[src/rtl/slot_dec_pkg.sv]
package slot_dec_pkg;
  typedef enum logic [2:0] {
    REG_NONE,
    REG_PAGE,
    REG_EXP,
    REG_C8OFF,
    REG_SW_CX,
    REG_SW_C3,
    REG_ST_CX,
    REG_ST_C3
  } region_e;

  localparam logic [15:0] ADR_SW_CX = 16'hC006;
  localparam logic [15:0] ADR_SW_C3 = 16'hC00A;
  localparam logic [15:0] ADR_ST_CX = 16'hC015;
  localparam logic [15:0] ADR_ST_C3 = 16'hC017;
  localparam logic [15:0] ADR_C8OFF = 16'hCFFF;
  localparam logic [4:0]  PAGE_HI   = 5'b11000;
  localparam logic [4:0]  EXP_HI    = 5'b11001;
endpackage

[src/rtl/slot_region_decode.sv]
module slot_region_decode
  import slot_dec_pkg::*;
#(
  parameter int ADDR_W = 16,
  parameter int SLOT_W = 3
) (
  input  logic [ADDR_W-1:0] addr_i,
  output region_e           region_o,
  output logic [SLOT_W-1:0] slot_o
);
  always_comb begin
    slot_o   = addr_i[8 +: SLOT_W];
    region_o = REG_NONE;
    if (addr_i[15:11] == PAGE_HI && addr_i[10:8] != 3'd0)
      region_o = REG_PAGE;
    else if (addr_i == ADR_C8OFF)
      region_o = REG_C8OFF;
    else if (addr_i[15:11] == EXP_HI)
      region_o = REG_EXP;
    else if (addr_i[15:1] == ADR_SW_CX[15:1])
      region_o = REG_SW_CX;
    else if (addr_i[15:1] == ADR_SW_C3[15:1])
      region_o = REG_SW_C3;
    else if (addr_i == ADR_ST_CX)
      region_o = REG_ST_CX;
    else if (addr_i == ADR_ST_C3)
      region_o = REG_ST_C3;
  end
endmodule

[src/rtl/slot_flag_regs.sv]
module slot_flag_regs
  import slot_dec_pkg::*;
#(
  parameter int SLOT_W  = 3,
  parameter int C3_SLOT = 3
) (
  input  logic              clk_i,
  input  logic              rst_ni,
  input  logic              valid_i,
  input  logic              we_i,
  input  region_e           region_i,
  input  logic [SLOT_W-1:0] slot_i,
  input  logic              addr0_i,
  output logic              intcx_o,
  output logic              slotc3_o,
  output logic              intc8_o,
  output logic [SLOT_W-1:0] last_slot_o
);
  localparam logic [SLOT_W-1:0] C3_IDX = SLOT_W'(C3_SLOT);

  always_ff @(posedge clk_i or negedge rst_ni) begin
    if (!rst_ni) begin
      intcx_o     <= 1'b0;
      slotc3_o    <= 1'b0;
      intc8_o     <= 1'b0;
      last_slot_o <= '0;
    end else if (valid_i) begin
      unique case (region_i)
        REG_SW_CX: if (we_i) intcx_o  <= addr0_i;
        REG_SW_C3: if (we_i) slotc3_o <= addr0_i;
        REG_PAGE: begin
          if (!intcx_o) begin
            last_slot_o <= slot_i;
            if (slot_i == C3_IDX && !slotc3_o) intc8_o <= 1'b1;
          end
        end
        REG_C8OFF: intc8_o <= 1'b0;
        default: ;
      endcase
    end
  end


  c8_clear_chk: assert property (@(posedge clk_i) disable iff (!rst_ni)
    valid_i && region_i == REG_C8OFF |=> !intc8_o);


  c8_set_chk: assert property (@(posedge clk_i) disable iff (!rst_ni)
    valid_i && region_i == REG_PAGE && !intcx_o && slot_i == C3_IDX && !slotc3_o
    |=> intc8_o && last_slot_o == C3_IDX);


  cx_switch_chk: assert property (@(posedge clk_i) disable iff (!rst_ni)
    valid_i && we_i && region_i == REG_SW_CX |=> intcx_o == $past(addr0_i));


  idle_hold_chk: assert property (@(posedge clk_i) disable iff (!rst_ni)
    !valid_i |=> $stable(intcx_o) && $stable(slotc3_o) && $stable(intc8_o)
                 && $stable(last_slot_o));


  cx_keeps_slot_chk: assert property (@(posedge clk_i) disable iff (!rst_ni)
    valid_i && region_i == REG_PAGE && intcx_o |=> $stable(last_slot_o));
endmodule

[src/rtl/slot_route.sv]
module slot_route
  import slot_dec_pkg::*;
#(
  parameter int SLOT_W  = 3,
  parameter int OFF_W   = 11,
  parameter int C3_SLOT = 3,
  localparam int NSLOT  = 1 << SLOT_W
) (
  input  logic              clk_i,
  input  logic              rst_ni,
  input  logic              valid_i,
  input  logic              we_i,
  input  region_e           region_i,
  input  logic [SLOT_W-1:0] slot_i,
  input  logic [OFF_W-1:0]  addr_lo_i,
  input  logic [NSLOT-1:0]  populated_i,
  input  logic              intcx_i,
  input  logic              slotc3_i,
  input  logic              intc8_i,
  input  logic [SLOT_W-1:0] last_slot_i,
  output logic              rom_sel_o,
  output logic [NSLOT-1:0]  page_sel_o,
  output logic [NSLOT-1:0]  exp_sel_o,
  output logic [OFF_W-1:0]  offset_o,
  output logic              ff_o,
  output logic              stat_valid_o,
  output logic [7:0]        stat_data_o
);
  localparam logic [SLOT_W-1:0] C3_IDX = SLOT_W'(C3_SLOT);

  logic [NSLOT-1:0] fitted;
  logic [NSLOT-1:0] slot_dec, last_dec;

  assign fitted = populated_i & ~NSLOT'(1);

  genvar g;
  generate
    for (g = 0; g < NSLOT; g++) begin : g_dec
      assign slot_dec[g] = (slot_i == SLOT_W'(g));
      assign last_dec[g] = (last_slot_i == SLOT_W'(g)) && (g != 0);
    end
  endgenerate

  always_comb begin
    rom_sel_o    = 1'b0;
    page_sel_o   = '0;
    exp_sel_o    = '0;
    offset_o     = '0;
    ff_o         = 1'b0;
    stat_valid_o = 1'b0;
    stat_data_o  = '0;
    if (valid_i) begin
      unique case (region_i)
        REG_PAGE: begin
          if (intcx_i || (slot_i == C3_IDX && !slotc3_i)) begin
            rom_sel_o = !we_i;
          end else begin
            page_sel_o = slot_dec;
            offset_o   = {{(OFF_W-8){1'b0}}, addr_lo_i[7:0]};
            ff_o       = !we_i && !fitted[slot_i];
          end
        end
        REG_EXP: begin
          if (intcx_i || intc8_i) begin
            rom_sel_o = !we_i;
          end else begin
            exp_sel_o = last_dec;
            if (|last_dec) offset_o = addr_lo_i;
            ff_o = !we_i && !fitted[last_slot_i];
          end
        end
        REG_C8OFF: rom_sel_o = !we_i;
        REG_ST_CX: begin
          stat_valid_o = !we_i;
          stat_data_o  = {intcx_i && !we_i, 7'b0};
        end
        REG_ST_C3: begin
          stat_valid_o = !we_i;
          stat_data_o  = {slotc3_i && !we_i, 7'b0};
        end
        default: ;
      endcase
    end
  end


  page_onehot_chk: assert property (@(posedge clk_i) disable iff (!rst_ni)
    $onehot0(page_sel_o) && $onehot0(exp_sel_o));


  cx_page_chk: assert property (@(posedge clk_i) disable iff (!rst_ni)
    valid_i && region_i == REG_PAGE && intcx_i |-> page_sel_o == '0);


  wr_no_ff_chk: assert property (@(posedge clk_i) disable iff (!rst_ni)
    we_i |-> !ff_o && !rom_sel_o && !stat_valid_o);


  idle_quiet_chk: assert property (@(posedge clk_i) disable iff (!rst_ni)
    !valid_i |-> !rom_sel_o && page_sel_o == '0 && exp_sel_o == '0 && !ff_o);
endmodule

[src/rtl/slot_rom_decoder.sv]
module slot_rom_decoder
  import slot_dec_pkg::*;
#(
  parameter int SLOT_W  = 3,
  parameter int OFF_W   = 11,
  parameter int C3_SLOT = 3,
  localparam int NSLOT  = 1 << SLOT_W
) (
  input  logic             clk_i,
  input  logic             rst_ni,
  input  logic             valid_i,
  input  logic             we_i,
  input  logic [15:0]      addr_i,
  input  logic [NSLOT-1:0] populated_i,
  output logic             rom_sel_o,
  output logic [NSLOT-1:0] page_sel_o,
  output logic [NSLOT-1:0] exp_sel_o,
  output logic [OFF_W-1:0] offset_o,
  output logic             ff_o,
  output logic             stat_valid_o,
  output logic [7:0]       stat_data_o,
  output logic             intcx_o,
  output logic             slotc3_o,
  output logic             intc8_o
);
  region_e           region;
  logic [SLOT_W-1:0] slot, last_slot;

  slot_region_decode #(.ADDR_W(16), .SLOT_W(SLOT_W)) u_dec (
    .addr_i   (addr_i),
    .region_o (region),
    .slot_o   (slot)
  );

  slot_flag_regs #(.SLOT_W(SLOT_W), .C3_SLOT(C3_SLOT)) u_flags (
    .clk_i       (clk_i),
    .rst_ni      (rst_ni),
    .valid_i     (valid_i),
    .we_i        (we_i),
    .region_i    (region),
    .slot_i      (slot),
    .addr0_i     (addr_i[0]),
    .intcx_o     (intcx_o),
    .slotc3_o    (slotc3_o),
    .intc8_o     (intc8_o),
    .last_slot_o (last_slot)
  );

  slot_route #(.SLOT_W(SLOT_W), .OFF_W(OFF_W), .C3_SLOT(C3_SLOT)) u_route (
    .clk_i        (clk_i),
    .rst_ni       (rst_ni),
    .valid_i      (valid_i),
    .we_i         (we_i),
    .region_i     (region),
    .slot_i       (slot),
    .addr_lo_i    (addr_i[OFF_W-1:0]),
    .populated_i  (populated_i),
    .intcx_i      (intcx_o),
    .slotc3_i     (slotc3_o),
    .intc8_i      (intc8_o),
    .last_slot_i  (last_slot),
    .rom_sel_o    (rom_sel_o),
    .page_sel_o   (page_sel_o),
    .exp_sel_o    (exp_sel_o),
    .offset_o     (offset_o),
    .ff_o         (ff_o),
    .stat_valid_o (stat_valid_o),
    .stat_data_o  (stat_data_o)
  );
endmodule

[config.mk]
export PLATFORM = sky130hd
export DESIGN_NAME = slot_rom_decoder
export DESIGN_NICKNAME = d
export VERILOG_FILES = /design/src/rtl/slot_dec_pkg.sv /design/src/rtl/slot_region_decode.sv /design/src/rtl/slot_flag_regs.sv /design/src/rtl/slot_route.sv /design/src/rtl/slot_rom_decoder.sv
export SDC_FILE = /design/constraint.sdc
export NUM_CORES = 1
export LEC_CHECK = 0
export ABC_CLOCK_PERIOD_IN_PS = 8700
export BUFFER_PORTS_ARGS = -buffer_cell sky130_fd_sc_hd__buf_2
export CAP_MARGIN = 20
export CELL_PAD_IN_SITES_DETAIL_PLACEMENT = 0
export CELL_PAD_IN_SITES_GLOBAL_PLACEMENT = 2
export CORE_MARGIN = 5
export CORE_UTILIZATION = 24
export CTS_BUF_LIST = sky130_fd_sc_hd__clkbuf_8
export DETAILED_ROUTE_END_ITERATION = 16
export PLACE_DENSITY = 0.95
export SLEW_MARGIN = 20
export SYNTH_ARGS = -nofsm -noshare
export SYNTH_HDL_FRONTEND = slang
export SYNTH_HIERARCHICAL = 1
export SYNTH_SLANG_ARGS = --single-unit
[constraint.sdc]
create_clock -name clk_i -period 8.7 [get_ports clk_i]
set_clock_uncertainty 0.05 [all_clocks]
set_input_delay 1.74 -clock clk_i [delete_from_list [all_inputs] [get_ports clk_i]]
set_output_delay 1.74 -clock clk_i [all_outputs]
set_load 0.02 [all_outputs]
==> run metrics, run 1 <==
first drt pass iteration count 4; Routed Antenna Nets 0; gpl congestion between 0.7 and 0.8; # diodes 0; Post-synth EDFFs 0; Max Freq 165 MHz; initial core utilization 0.244; Mapped Cells about 120; IO Pins 69; Peak VDD IR 0.0485 mV; # rows 24; Setup Crit Path Kind input port to output port; DR vias between 1,000 and 1,500; Primary FF master, synth dfrtp_1; P_sw 0.0374 mW; ys async rst share 1.00; first-pass GRT wire length 4590 microns; Die H 75.8 microns; drt total wl 3130 microns; fin util 0.322; P_int 0.0797 mW; Sequential Power Share 0.315; Synth Area per Inst 8.39 sq um; H-tree depth 1; Placement Setup Slack 2.61 ns; CTS tree built; Worst R2R Setup Slack 7.25 ns; post-synthesis cell area 1040 sq um; Worst Tran Pin Value 1.00 ns; Lkg Pwr 0.674 nW; Clock Power Share 0.346; Final #Nets 210; Hold Crit Class flip-flop to flip-flop; Synth-to-Final Area Change 32.3%; clock buffer depth 2; PwrDens 85.2 nW/um^2; combinational power share 0.339; Worst EP required 6.91 ns; total of max-cap violations 0; Setup TNS 0 ns; clock sinks 6; Tcrit/Tclk final 0.697; post-layout min period ~6.1 ns; sequential area share after synthesis 0.144; RSZ-0062 raised after global routing no; Fin. Hold Viols 0; Cell variety after synth 40; Post-synth top cells 17 x nor2_1, 12 x buf_4, 9 x nor3b_1, 7 x mux2i_1; CTS Buf Count 3; DRC Markers 0; GRT overflow 0; Synth area leaders dfrtp_1 14%, buf_4 8.7%, mux2i_1 6.7%; post-route setup slack 2.64 ns; DP HPWL roughly 2600 microns; DR WL/cell 13.5 microns; initial antenna violation count 0; Final Slew Violations 0; CP max FO 16; post-synth top area share 0.144; Clk Latency, worst-skew pair 0.22 ns; initial drt markers 36; share of layout cells above drive strength 1 0.433; vias per inst approximately 4.8; synth warn 6; outcome completed; final setup violation count 0; CP startpoint kind input port; critical path arrival 4.27 ns; GRT Total Usage 0.102; setup bufs post-CTS 0; Clock transition at path regs 0.04 ns; Yosys reg bits 6; # hold bufs at CTS 0; Port Buffer Count 59; sw frac 0.319; vias in the first global route about 980; most common cell in the netlist nor2_1; core footprint 4260 sq um; clock root cell clkbuf_8; die width 75.8 microns; CTS resizes 0; largest net degree at the start of global routing 17; worst relative slew slack 0.328; Die ar. 5750 sq um; largest area contributor in the synthesized netlist dfrtp_1; CP Capture Type output port
## power by group through the flow
| stage | clock network (mW) | logic (mW) | registers [mW] |
|---|---|---|---|
| after floorplan | 0 | 0.0328 | 0.0347 |
| after global placement | 0 | 0.0397 | 0.0375 |
| after detailed placement | 0 | 0.0400 | 0.0374 |
| after CTS | 0.0419 | 0.0401 | 0.0371 |
| after global routing | 0.0430 | 0.0435 | 0.0380 |
| final | 0.0405 | 0.0397 | 0.0369 |
## state kept, by name, summed over array words and instances, names as in the netlist
register	count
u_flags/intc8_o	1
u_flags/intcx_o	1
u_flags/last_slot_o	3
u_flags/slotc3_o	1
## stage by stage
step	instance area, sq um	instances	hold WS (ns)	total power, mW
after floorplan	1070	131	0.432	0.0675
after global placement	1330	229	0.533	0.0772
after detailed placement	1330	229	0.538	0.0774
after CTS	1380	232	0.546	0.119
after global routing	1380	232	0.579	0.125
final	1380	232	0.535	0.117
## layout make-up
cell class	instances	area, sq um
fill	493	2890
multi-input combinational	109	808
timing repair buffer	60	303
sequential	6	150
tap	52	65.1
clock buffer	3	41.3
inverter	2	7.51
## worst paths after layout
check,from,cells after the start,endpoint
min,u_flags/last_slot_o[2],1,u_flags/last_slot_o[2]
min reg2reg,u_flags/last_slot_o[2],1,u_flags/last_slot_o[2]
max reg2reg,u_flags/intcx_o,2,u_flags/last_slot_o[1]
min in group asynchronous,rst_ni,1,u_flags/intc8_o
max,addr_i[9],8,offset_o[7]
max in group asynchronous,rst_ni,1,u_flags/last_slot_o[1]
## critical path, cell delays in order
cell      delay [ns]
buf_2           0.20
nor4b_1         0.31
o211ai_1        0.13
o211ai_1        0.81
nor4b_4         0.43
a32oi_2         0.19
nor3b_1         0.27
buf_2           0.19
## placed cells by master, fill, tap and decap left out, drive strengths merged, types with 3 or more instances in the layout
cell / synthesis / layout
a31oi: 3 / 3
and3: 5 / 5
buf: 14 / 60
clkbuf: 0 / 3
conb: 1 / 8
dfrtp: 6 / 6
mux2: 5 / 5
mux2i: 7 / 7
nand2: 6 / 6
nand2b: 4 / 4
nand3: 3 / 3
nand4: 3 / 3
nor2: 17 / 17
nor2b: 3 / 3
nor3: 6 / 6
nor3b: 9 / 9
nor4: 3 / 3
nor4b: 4 / 4
## per-layer routing
layer | GRT usage | vias up | routed length (microns)
li1 | - | 565 | -
met1 | 0.125 | 514 | 1260
met2 | 0.181 | 31 | 1630
met3 | 0.0264 | 0 | 240
met4 | 0.0175 | 0 | 0
met5 | 0 | - | 0
## logic make-up after synthesis
kind of cell,count (synthesis),synth area share
simple gates,75,0.484
buf+inv,16,0.110
mux,14,0.165
compound gates,10,0.0770
flops,6,0.144
xor+xnor,2,0.0169
other cells,1,0.00361
Power figures use the tool's default switching activity.
==> run 2, diff against run 1 <==
--- a/config.mk
+++ b/config.mk
@@ -5,16 +5,16 @@
 export SDC_FILE = /design/constraint.sdc
 export NUM_CORES = 1
 export LEC_CHECK = 0
-export ABC_CLOCK_PERIOD_IN_PS = 8700
+export ABC_CLOCK_PERIOD_IN_PS = 5600
 export BUFFER_PORTS_ARGS = -buffer_cell sky130_fd_sc_hd__buf_2
 export CAP_MARGIN = 20
 export CELL_PAD_IN_SITES_DETAIL_PLACEMENT = 0
 export CELL_PAD_IN_SITES_GLOBAL_PLACEMENT = 2
 export CORE_MARGIN = 5
-export CORE_UTILIZATION = 24
+export CORE_UTILIZATION = 22
 export CTS_BUF_LIST = sky130_fd_sc_hd__clkbuf_8
 export DETAILED_ROUTE_END_ITERATION = 16
-export PLACE_DENSITY = 0.95
+export PLACE_DENSITY = 0.9
 export SLEW_MARGIN = 20
 export SYNTH_ARGS = -nofsm -noshare
 export SYNTH_HDL_FRONTEND = slang
==> constraint.sdc (replaced) <==
create_clock -name clk_i -period 5.6 [get_ports clk_i]
set_clock_uncertainty 0.05 [all_clocks]
set_input_delay 1.12 -clock clk_i [delete_from_list [all_inputs] [get_ports clk_i]]
set_output_delay 1.12 -clock clk_i [all_outputs]
set_load 0.02 [all_outputs]
==> run 2 against run 1 <==
Die area rose by 7.9%. Wire length increased by 1.2%. Design area is 1.3% higher. Non-clock buffer count increased by 2. Critical path depth up 1. Global-route usage fell by 0.68 points. Setup slack worse by 1.6 ns. Cell count is 1.7% higher. Sequential share of layout area decreased by 0.14 points. Combinational power increased by 56%. Via count down 1.4%. Critical path type unchanged. Highest routed layer unchanged.
==> run metrics, run 2 (synthesized netlist as in run 1, its figures left out) <==
PwrDens 130 nW/um^2 (+53%); max reg flops 3 (unchanged); # hold bufs at CTS 0 (unchanged); Cells on Worst Hold Path 1 (unchanged); Synth-to-Final Area Change 33.9%; vias in the first global route 999 (+1.5%); Max Freq about 220 MHz; Die H 78.7 microns (+3.9%); vias per inst 4.64 (-3.0%); H-tree depth 1 (unchanged); first-pass GRT wire length 4780 microns (+4.2%); Largest Register u_flags/last_slot_o; Setup Crit Path Kind input port to output port; DR WL/cell 13.4 microns (-0.56%); RSZ-0062 raised after global routing no; # rows 25 (+4.2%); Sequential Power Share 0.318 (+0.003); IO Pins 69 (unchanged); Routed Antenna Nets 0 (unchanged); Final Slew Violations 0 (unchanged); gpl congestion 0.717 (-2.7%); Peak VDD IR 0.0818 mV (+69%); P_int 0.124 mW (+56%); P_sw 0.0576 mW (+54%); largest net degree at the start of global routing 17 (unchanged); CTS tree built; DR vias 1,095 (-1.4%); Power Total 0.182 mW (+55%); Fin Hold WS 0.543 ns (+0.00761 ns); die width 78.7 microns (+3.9%); Clk Latency, worst-skew pair 0.22 ns (about the same); commonest cells after routing, fill and taps aside 59 x buf_2, 17 x nor2_1, 9 x nor3b_1, 8 x conb_1, 7 x mux2i_1; CP Capture Type output port; FF-to-FF path depth 2 (unchanged); GRT overflow 0 (unchanged); Setup TNS 0 ns (unchanged); DP Cell Count 233 (+1.7%); Port Buffer Count 59 (unchanged); DRC Markers 0 (unchanged); drt total wl 3160 microns (+1.2%); combinational power share 0.341 (+0.002); clock buffer depth 2 (unchanged); share of layout cells above drive strength 1 0.440 (+0.00623); Die ar. 6200 sq um (+7.9%); total of max-cap violations 0 (unchanged); Lkg Pwr 0.685 nW (+1.6%); outcome completed; initial drt markers 35 (-2.8%); Final #Nets 212 (+0.95%); Clock transition at path regs 0.03 ns (about the same); clock sinks 6 (unchanged); core footprint 4660 sq um (+9.3%); Tcrit/Tclk final 0.811; DP HPWL 2590 microns (+0.94%); Clock Power Share 0.342 (-0.004); CP startpoint kind input port; Layout Cells excl Fill 236 (+1.7%); clock root cell clkbuf_8; CTS Buf Count 3 (unchanged); initial core utilization 0.223 (-0.0208); Worst EP required 4.43 ns (-2.48 ns); # diodes 0 (unchanged); initial antenna violation count 0 (unchanged); Hold Crit Class flip-flop to flip-flop; critical path arrival 3.37 ns (-0.90 ns); first drt pass iteration count 4 (unchanged); post-layout min period 4.54 ns; CTS resizes 0 (unchanged); most common cell after layout, fill and taps aside buf_2; setup bufs post-CTS 0 (unchanged); GRT Total Usage 0.0951 (-0.00683); final setup violation count 0 (unchanged); CP max FO 9 (-7); sw frac 0.317 (-0.00213); Fin. Hold Viols 0 (unchanged); FILL cells 529 (+7.3%)
==> run 2: worst max-delay path, stage by stage <==
cell and delay, ns:
buf_2 0.09, nand4bb_1 0.30, or4_1 0.58, o211ai_1 0.10, buf_4 0.22, nor4b_4 0.32
a32oi_2 0.19, nor3b_1 0.25, buf_2 0.19
==> run 2: layer usage <==
| metal | GRT usage | routed length [microns] |
|---|---|---|
| met5 | 0 | 0 |
| met4 | 0.0210 | 0 |
| met2 | 0.171 | 1620 |
| met3 | 0.0170 | 140 |
| met1 | 0.117 | 1400 |
==> run 2: area by class of cell <==
cell class | instances | area (sq um) | area share
Clock buffer | 3 | 41.3 | 0.0296
Inverter | 2 | 7.51 | 0.00539
Multi-Input combinational cell | 109 | 808 | 0.580
Sequential cell | 6 | 150 | 0.108
Tap cell | 54 | 67.6 | 0.0485
Timing Repair Buffer | 62 | 318 | 0.228
==> run 2: power groups by stage <==
| stage | Clock, mW | Combinational (mW) | Sequential (mW) |
|---|---|---|---|
| after floorplan | 0 | 0.0509 | 0.0540 |
| after global routing | 0.0682 | 0.0684 | 0.0590 |
| after global placement | 0 | 0.0623 | 0.0584 |
| after detailed placement | 0 | 0.0624 | 0.0582 |
| final | 0.0621 | 0.0619 | 0.0577 |
| after CTS | 0.0644 | 0.0625 | 0.0577 |
==> run 2: final timing paths <==
path	startpoint	to	slack [ns]
max	addr_i[13]	offset_o[2]	1.06
min	u_flags/last_slot_o[2]	u_flags/last_slot_o[2]	0.54
max reg2reg	u_flags/intcx_o	u_flags/last_slot_o[0]	4.16
min reg2reg	u_flags/last_slot_o[2]	u_flags/last_slot_o[2]	0.54
max in group asynchronous	rst_ni	u_flags/last_slot_o[1]	4.69
min in group asynchronous	rst_ni	u_flags/intc8_o	0.67
==> run 2: through the flow <==
| stage | utilization | instance area [sq um] | setup WS [ns] |
|---|---|---|---|
| 2_1_floorplan | - | 1070 | 0.993 |
| 3_3_place_gp | 0.290 | 1350 | 1.10 |
| 3_5_place_dp | 0.290 | 1350 | 1.07 |
| 4_1_cts | 0.299 | 1390 | 1.07 |
| 5_1_grt | 0.299 | 1390 | 0.874 |
| 6_report | 0.299 | 1390 | 1.06 |
==> run 3, diff against run 2 <==
--- a/config.mk
+++ b/config.mk
@@ -5,16 +5,16 @@
 export SDC_FILE = /design/constraint.sdc
 export NUM_CORES = 1
 export LEC_CHECK = 0
-export ABC_CLOCK_PERIOD_IN_PS = 5600
+export ABC_CLOCK_PERIOD_IN_PS = 4090
 export BUFFER_PORTS_ARGS = -buffer_cell sky130_fd_sc_hd__buf_2
 export CAP_MARGIN = 20
 export CELL_PAD_IN_SITES_DETAIL_PLACEMENT = 0
 export CELL_PAD_IN_SITES_GLOBAL_PLACEMENT = 2
 export CORE_MARGIN = 5
-export CORE_UTILIZATION = 22
+export CORE_UTILIZATION = 20
 export CTS_BUF_LIST = sky130_fd_sc_hd__clkbuf_8
 export DETAILED_ROUTE_END_ITERATION = 16
-export PLACE_DENSITY = 0.9
+export PLACE_DENSITY = 0.87
 export SLEW_MARGIN = 20
 export SYNTH_ARGS = -nofsm -noshare
 export SYNTH_HDL_FRONTEND = slang
==> constraint.sdc (replaced) <==
create_clock -name clk_i -period 4.09 [get_ports clk_i]
set_clock_uncertainty 0.05 [all_clocks]
set_input_delay 0.818 -clock clk_i [delete_from_list [all_inputs] [get_ports clk_i]]
set_output_delay 0.818 -clock clk_i [all_outputs]
set_load 0.02 [all_outputs]
==> run 3 against run 2 <==
Wire length rose by 2.0%. Die area up 8.7%. Power up 38%. Largest power group is now combinational logic. Critical endpoint is now offset_o[1]. Non-clock buffer count up 1. Sequential share of layout area down 0.21 points. Core utilization shrank 1.9 points. Combinational power is 39% higher. Register-to-register slack got worse by 1.5 ns.
==> run metrics, run 3 (synthesized netlist as in run 1, its figures left out) <==
outcome completed; post-layout min period 3.86 ns; PwrDens 177 nW/um^2 (+36%); Routed Antenna Nets 0 (unchanged); IO Pins 69 (unchanged); Clk Latency, worst-skew pair 0.22 ns (about the same); CP startpoint kind input port; initial antenna violation count 0 (unchanged); gpl congestion 0.744 (+3.8%); vias in the first global route 1,076 (+7.7%); final setup violation count 0 (unchanged); Die H 82.1 microns (+4.3%); Largest Register u_flags/last_slot_o; Final #Nets 213 (+0.47%); critical path arrival 2.99 ns (-0.38 ns); Setup Crit Path Kind input port to output port; Clock transition at path regs 0.03 ns (about the same); Die ar. 6740 sq um (+8.7%); GRT Total Usage 0.0941 (-0.00101); Clock Power Share 0.343 (about the same); first-pass GRT wire length 5010 microns (+4.8%); drt total wl 3220 microns (+2.0%); sw frac 0.321 (+0.00455); Synth-to-Final Area Change 36.6%; Setup TNS 0 ns (unchanged); Port Buffer Count 59 (unchanged); clock root cell clkbuf_8; fin util 0.280 (-0.0190); combinational power share 0.343 (+0.002); Peak VDD IR 0.0906 mV (+11%); R2R Path Start u_flags/intcx_o; CP max FO 8 (-1); Final Slew Violations 0 (unchanged); core footprint 5070 sq um (+8.9%); initial drt markers 63 (+80%); H-tree depth 1 (unchanged); setup bufs post-CTS 0 (unchanged); DRC Markers 0 (unchanged); CTS Buf Count 3 (unchanged); Worst EP required 3.22 ns (-1.21 ns); first drt pass iteration count 4 (unchanged); CTS tree built; DR WL/cell 12.7 microns (-4.9%); Tcrit/Tclk final 0.944; total of max-cap violations 0 (unchanged); P_sw 0.0808 mW (+40%); Lkg Pwr 0.690 nW (+0.70%); DP HPWL 2620 microns (+1.5%); commonest cells after routing, fill and taps aside 59 x buf_2, 17 x nor2_1, 9 x nor3b_1, 8 x conb_1, 7 x mux2i_1; CP Capture Type output port; CTS resizes 0 (unchanged); clock sinks 6 (unchanged); Max Freq 259 MHz; most common cell after layout, fill and taps aside buf_2; FF-to-FF path depth 2 (unchanged); RSZ-0062 raised after global routing no; # rows 26 (+4.0%); Sequential Power Share 0.313 (-0.005); die width 82.1 microns (+4.3%); Hold Crit Class input port to async pin; max reg flops 3 (unchanged); DR vias 1,126 (+2.8%); initial core utilization 0.205 (-0.0182); RR Endpoint u_flags/last_slot_o[2]; P_int 0.171 mW (+38%); vias per inst 4.45 (-4.1%); GRT overflow 0 (unchanged); # hold bufs at CTS 0 (unchanged); # diodes 0 (unchanged); share of layout cells above drive strength 1 0.443 (+0.00306); clock buffer depth 2 (unchanged); Worst R2R Setup Slack 2.64 ns (-1.52 ns); largest net degree at the start of global routing 14 (-3); Fin. Hold Viols 0 (unchanged)
## run 3: cell types whose count changed in the layout (fill, tap and decap cells not counted), sizes merged
| cell | before | now |
|---|---|---|
| buf | 62 | 63 |
## run 3: layer usage
layer	up-vias	part of all wire	GRT usage
met5	-	0	0
met4	0	0.0096	0.0249
met3	3	0.070	0.0184
met2	37	0.50	0.168
met1	518	0.42	0.115
li1	568	-	-
## run 3: final cells by class
cell class	instances	area [sq um]
fillers	579	3650
flip-flops and latches	6	150
inverters	2	7.51
multi-input cells	109	808
repair buffers	63	325
well taps	70	87.6
clock buffers	3	41.3
## run 3: power groups by stage
stage               sequential, mW  combinational [mW]  clock, mW
finish                      0.0788              0.0863     0.0863
global route                0.0814              0.0953     0.0939
CTS                         0.0788              0.0868     0.0894
detailed placement          0.0796              0.0866          0
global placement            0.0796              0.0861          0
floorplan                   0.0739              0.0697          0
## run 3: how the worst max path moves through the flow
stage	startpoint	end	cells after the start
after floorplan	addr_i[9]	stat_data_o[7]	5
after global placement	addr_i[13]	offset_o[3]	9
after detailed placement	addr_i[13]	offset_o[1]	9
after CTS	addr_i[13]	offset_o[1]	9
after global routing	addr_i[13]	offset_o[1]	9
final	addr_i[13]	offset_o[1]	9
## run 3: worst max-delay path, stage by stage
cell,delay (ns)
buf_2,0.09
nand4bb_1,0.31
or4_1,0.59
o211ai_1,0.13
buf_4,0.24
xor2_1,0.18
nand2_1,0.21
nor3b_1,0.22
buf_2,0.19
## run 3: stage by stage
stage / setup WS [ns] / total power [mW] / cell area, sq um / hold slack (ns) / instances
2_1_floorplan: 0.0872 / 0.144 / 1070 / 0.432 / 131
3_3_place_gp: 0.245 / 0.166 / 1380 / 0.530 / 250
3_5_place_dp: 0.255 / 0.166 / 1380 / 0.553 / 250
4_1_cts: 0.249 / 0.255 / 1420 / 0.357 / 253
5_1_grt: 0.0182 / 0.271 / 1420 / 0.363 / 253
6_report: 0.227 / 0.251 / 1420 / 0.359 / 253
